**src/rtl/psave_clkdiv.sv**
```systemverilog
module psave_clkdiv #(
  parameter int CODE_W = 2
) (
  input  logic              clk,
  input  logic              rst_n,
  input  logic              wr_en,
  input  logic [CODE_W:0]   wr_data,
  output logic [CODE_W:0]   rd_data,
  input  logic              irq_ack,
  output logic              clk_en,
  output logic              clk_out
);
  localparam int CNT_W = (1 << CODE_W) - 1;

  logic              en_q, en_d;
  logic [CODE_W-1:0] code_q, code_d;
  logic [CNT_W-1:0]  cnt_q, last;
  logic [CNT_W:0]    div_n, half;
  logic              restart;

  assign en_d    = irq_ack ? 1'b0 : (wr_en ? wr_data[CODE_W] : en_q);
  assign code_d  = wr_en ? wr_data[CODE_W-1:0] : code_q;
  assign restart = (en_d != en_q) || (code_d != code_q);

  assign div_n = (CNT_W+1)'(1) << code_q;
  assign last  = CNT_W'(div_n - (CNT_W+1)'(1));
  assign half  = div_n >> 1;

  always_ff @(posedge clk or negedge rst_n) begin
    if (!rst_n) begin
      en_q   <= 1'b0;
      code_q <= '0;
      cnt_q  <= '0;
    end else begin
      en_q   <= en_d;
      code_q <= code_d;
      if (restart || !en_q || cnt_q == last) cnt_q <= '0;
      else                                   cnt_q <= cnt_q + CNT_W'(1);
    end
  end

  assign rd_data = {en_q, code_q};
  assign clk_en  = !en_q || (cnt_q == last);
  assign clk_out = (en_q && code_q != '0) ? ({1'b0, cnt_q} < half) : clk;
endmodule


```
**config.mk**
```make
export PLATFORM = sky130hd
export DESIGN_NAME = psave_clkdiv
export DESIGN_NICKNAME = d
export VERILOG_FILES = /design/src/rtl/psave_clkdiv.sv
export SDC_FILE = /design/constraint.sdc
export NUM_CORES = 1
export LEC_CHECK = 0
export BUFFER_PORTS_ARGS = -buffer_cell sky130_fd_sc_hd__buf_4
export CORE_AREA = 2 2 39 41
export CTS_BUF_LIST = sky130_fd_sc_hd__clkbuf_4 sky130_fd_sc_hd__clkbuf_8 sky130_fd_sc_hd__clkbuf_16
export DETAILED_ROUTE_END_ITERATION = 10
export DIE_AREA = 0 0 41 43
export GPL_TIMING_DRIVEN = 0
export REMOVE_ABC_BUFFERS = 1
export SLEW_MARGIN = 20
export SYNTH_ARGS = -nofsm -noshare
export SYNTH_HDL_FRONTEND = slang
export SYNTH_SLANG_ARGS = --single-unit
```
**constraint.sdc**
```tcl
create_clock -name clk -period 1.8 [get_ports clk]
set_clock_uncertainty 0.15 [all_clocks]
set_input_delay 0.36 -clock clk [delete_from_list [all_inputs] [get_ports clk]]
set_output_delay 0.36 -clock clk [all_outputs]
set_load 0.01 [all_outputs]
```
# Word level (Yosys, flattened, before mapping)
# Cells that the tools add are included.
# classes
addsub	2
magnitude_cmp	1
n_eq_ne	3
shifts	1
mux	5
reduce_logical	7
# op_table
cell	count
1-bit logical OR	4
1-bit by 2-bit << shifter with 4-bit output (first input constant)	1
3-bit by 1-bit adder with 3-bit output (second input constant)	1
3-bit equality test	1
3-bit less-than comparator	1
1-bit 2-to-1 mux	3
3-bit 2-to-1 mux	1
3-bit by 1-bit subtractor with 3-bit output (second input constant)	1
2-bit 2-to-1 mux	1
2-bit inequality test	1
2-bit nonzero test	1
1-bit logical AND	1
1-bit logical NOT	1
1-bit inequality test	1
# totals
register_bits	6
in_bits	7
out_inout_bits	5
wordCells	22

# Logic depth before layout (Yosys ltp)
# depth
depth_word	7
depth_mapped	6
ltp_nobuf	5

==> impl_metrics.toml <==
[setup_path]
path_max_fanout = 8
start_kind = "register"
required_ps = 1290
crit_type = "register to output pin"
reg2reg_slack_ps = 30
crit_arrival_ps = 1740
cp-end-kind = "output pin"

[sta]
relSlewSlack_pct = 76.5
finalSetupTns_ps = -892
tightest_slew_ps = 347
final.min_clock_period_ps = 2250
rsz0062_at_grt = "yes"
finalHoldViolations = 0
fin_crit_sh_pct = 125
drv_slew = 0
setup_ws_ps = -447
setup_viol = 6
fmax_mhz = 445

[worst_hold_path]
hp-class = "primary input to register"

[yosys]
synth_top_area_share_pct = 34.7
synthArstFlopShare_pct = 100
ys_top_cells_by_count = "dfrtp_1, ha_1"
synth.most_common_cell = "dfrtp_1"
syn-instance-count = 42
synth_edf_count = 0
synth.distinct_cells = 24
yosysSeqAreaShare_pct = 34.7
ys.flop_type = "dfrtp_1"
syn_avg_cell_area_sq_um = 10.3
ys_seq_elements = 6
yosysTopAreaCell = "dfrtp_1"
netlist_area_sq_um = 433
yosys_warnings = 0
synthTopCellsByArea = "dfrtp_1, ha_1, nor4bb_1"

[floorplanning]
start_util_pct = 31.3
fp.dieH_um = 43
rows = 14
top_level_ports = 12
die_area_sq_um = 1760
core_area_sq_um = 1380
die_x_um = 41

[place]
preCtsSetupSlack_ps = -270
globalplace.congestion = 0.671
place_area_sq_um = 509
port_buffers = 11

[global_routing]
antenna_found_initial = 0
grt_pass1_wl_um = 1690
grtUsageTotal_pct = 16.8
grt_start_max_net_pins = 9
overflow = 0
grt_pass1_vias = 410

[power_and_ir_drop]
combPwrFrac_pct = 21.9
p_sw_mw = 0.157
power_density_nw_per_um2 = 779
p_int_mw = 0.400
leakagePower_nw = 0.344
p_clk_share_pct = 50.5
switching_share_pct = 28.2
ir_drop_mv = 0.423
p_seq_share_pct = 27.6

[layout]
drive_above_1_share_pct = 58.5
final_util_pct = 51.7
syn_to_final_growth_pct = 65.3
nFillCells = 122
design_area_sq_um = 716
nets = 77
antennaDiodeCount = 0

[route]
drt_iter0_markers = 8
viasPerCell = 5.04
vias = 408
wl_per_cell_um = 12.5
drc = 0
wl_um = 1010
drtPass1Iterations = 4
drt.antenna.violating_nets = 0

[clocking]
cts_tree = "yes"
path_clk_slew_ps = 40
clock_latency_ps = 360

[run_status]
status = "finished, violations left"
failed_checks = "setup timing"

[run]
drv_cap = 0
## final cells by class
type                       instances  area [sq um]  area share (%)
timing repair buffer              19           159            22.2
clock buffer                       7          52.6            7.34
tap                               16          20.0            2.80
multi-input combinational         33           330            46.2
sequential                         6           154            21.5
## logic make-up after synthesis
logic type	count (synthesis)	share of synthesized area, %
mux	2	5.20
simple gates	17	27.7
xor+xnor	3	6.07
fa+ha+maj	3	8.67
compound gates	8	11.6
buf+inv	3	6.07
flops	6	34.7
## timing repair
action,in CTS,in global routing
endpoints found under the hold margin,7,0
pin swaps,7,6
gates cloned,0,0
setup buffers,11,1
endpoints found under the setup margin,6,8
gates resized for setup,10,9
hold buffers,2,0
## critical path, cell delays in order (launching register included)
cell and delay (ps):
dfrtp_2 460, or4_4 540, o21ai_2 140, nand2b_4 140, buf_6 90
## power groups by stage
stage	Clock, mW	Sequential, mW	Combinational [mW]
2_1_floorplan	0.0313	0.157	0.0347
3_3_place_gp	0.0601	0.158	0.0671
3_5_place_dp	0.0601	0.158	0.0673
4_1_cts	0.296	0.153	0.112
5_1_grt	0.330	0.155	0.133
6_report	0.281	0.154	0.122
## flip-flops by register name, summed over array words and instances (netlist names)
register  flops
cnt_q         3
code_q        2
en_q          1
## through the flow
| stage | power (mW) | hold WS [ps] | std cells |
|---|---|---|---|
| 6_report | 0.558 | 91.5 | 81 |
| 5_1_grt | 0.618 | 60.0 | 81 |
| 4_1_cts | 0.561 | 81.5 | 85 |
| 3_5_place_dp | 0.285 | 21.1 | 66 |
| 3_3_place_gp | 0.285 | 21.0 | 66 |
| 2_1_floorplan | 0.223 | -85.6 | 39 |
## path summary, 6_finish.rpt
check,from,endpoint,cells past startpoint
setup / recovery,code_q[1],clk_en,4
hold / removal,wr_data[0],code_q[0],2
setup reg to reg,code_q[0],cnt_q[1],6
hold reg to reg,code_q[0],code_q[0],2
max in group asynchronous,rst_n,cnt_q[1],2
min in group asynchronous,rst_n,en_q,2
## metal layers
layer / global-route usage [%] / vias to the layer above / part of all wire [%]
li1: - / 202 / -
met1: 16.0 / 194 / 42
met2: 19.7 / 10 / 51
met3: 14.1 / 2 / 4.9
met4: 18.7 / 0 / 2.2
met5: 0 / - / 0
## cell usage in the layout, fill, tap and decap left out, types with 2 or more instances in the layout
| master | Yosys | layout |
|---|---|---|
| xor2_1 | 2 | 2 |
| nor2_1 | 2 | 2 |
| buf_6 | 1 | 3 |
| nand2b_4 | 0 | 2 |
| ha_1 | 3 | 2 |
| clkbuf_4 | 0 | 6 |
| a21oi_1 | 2 | 2 |
| dfrtp_1 | 6 | 3 |
| dlygate4sd3_1 | 0 | 2 |
| nand2_1 | 2 | 2 |
| dfrtp_2 | 0 | 3 |
| buf_4 | 2 | 15 |
| and2_1 | 2 | 2 |
Power figures use the tool's default switching activity.
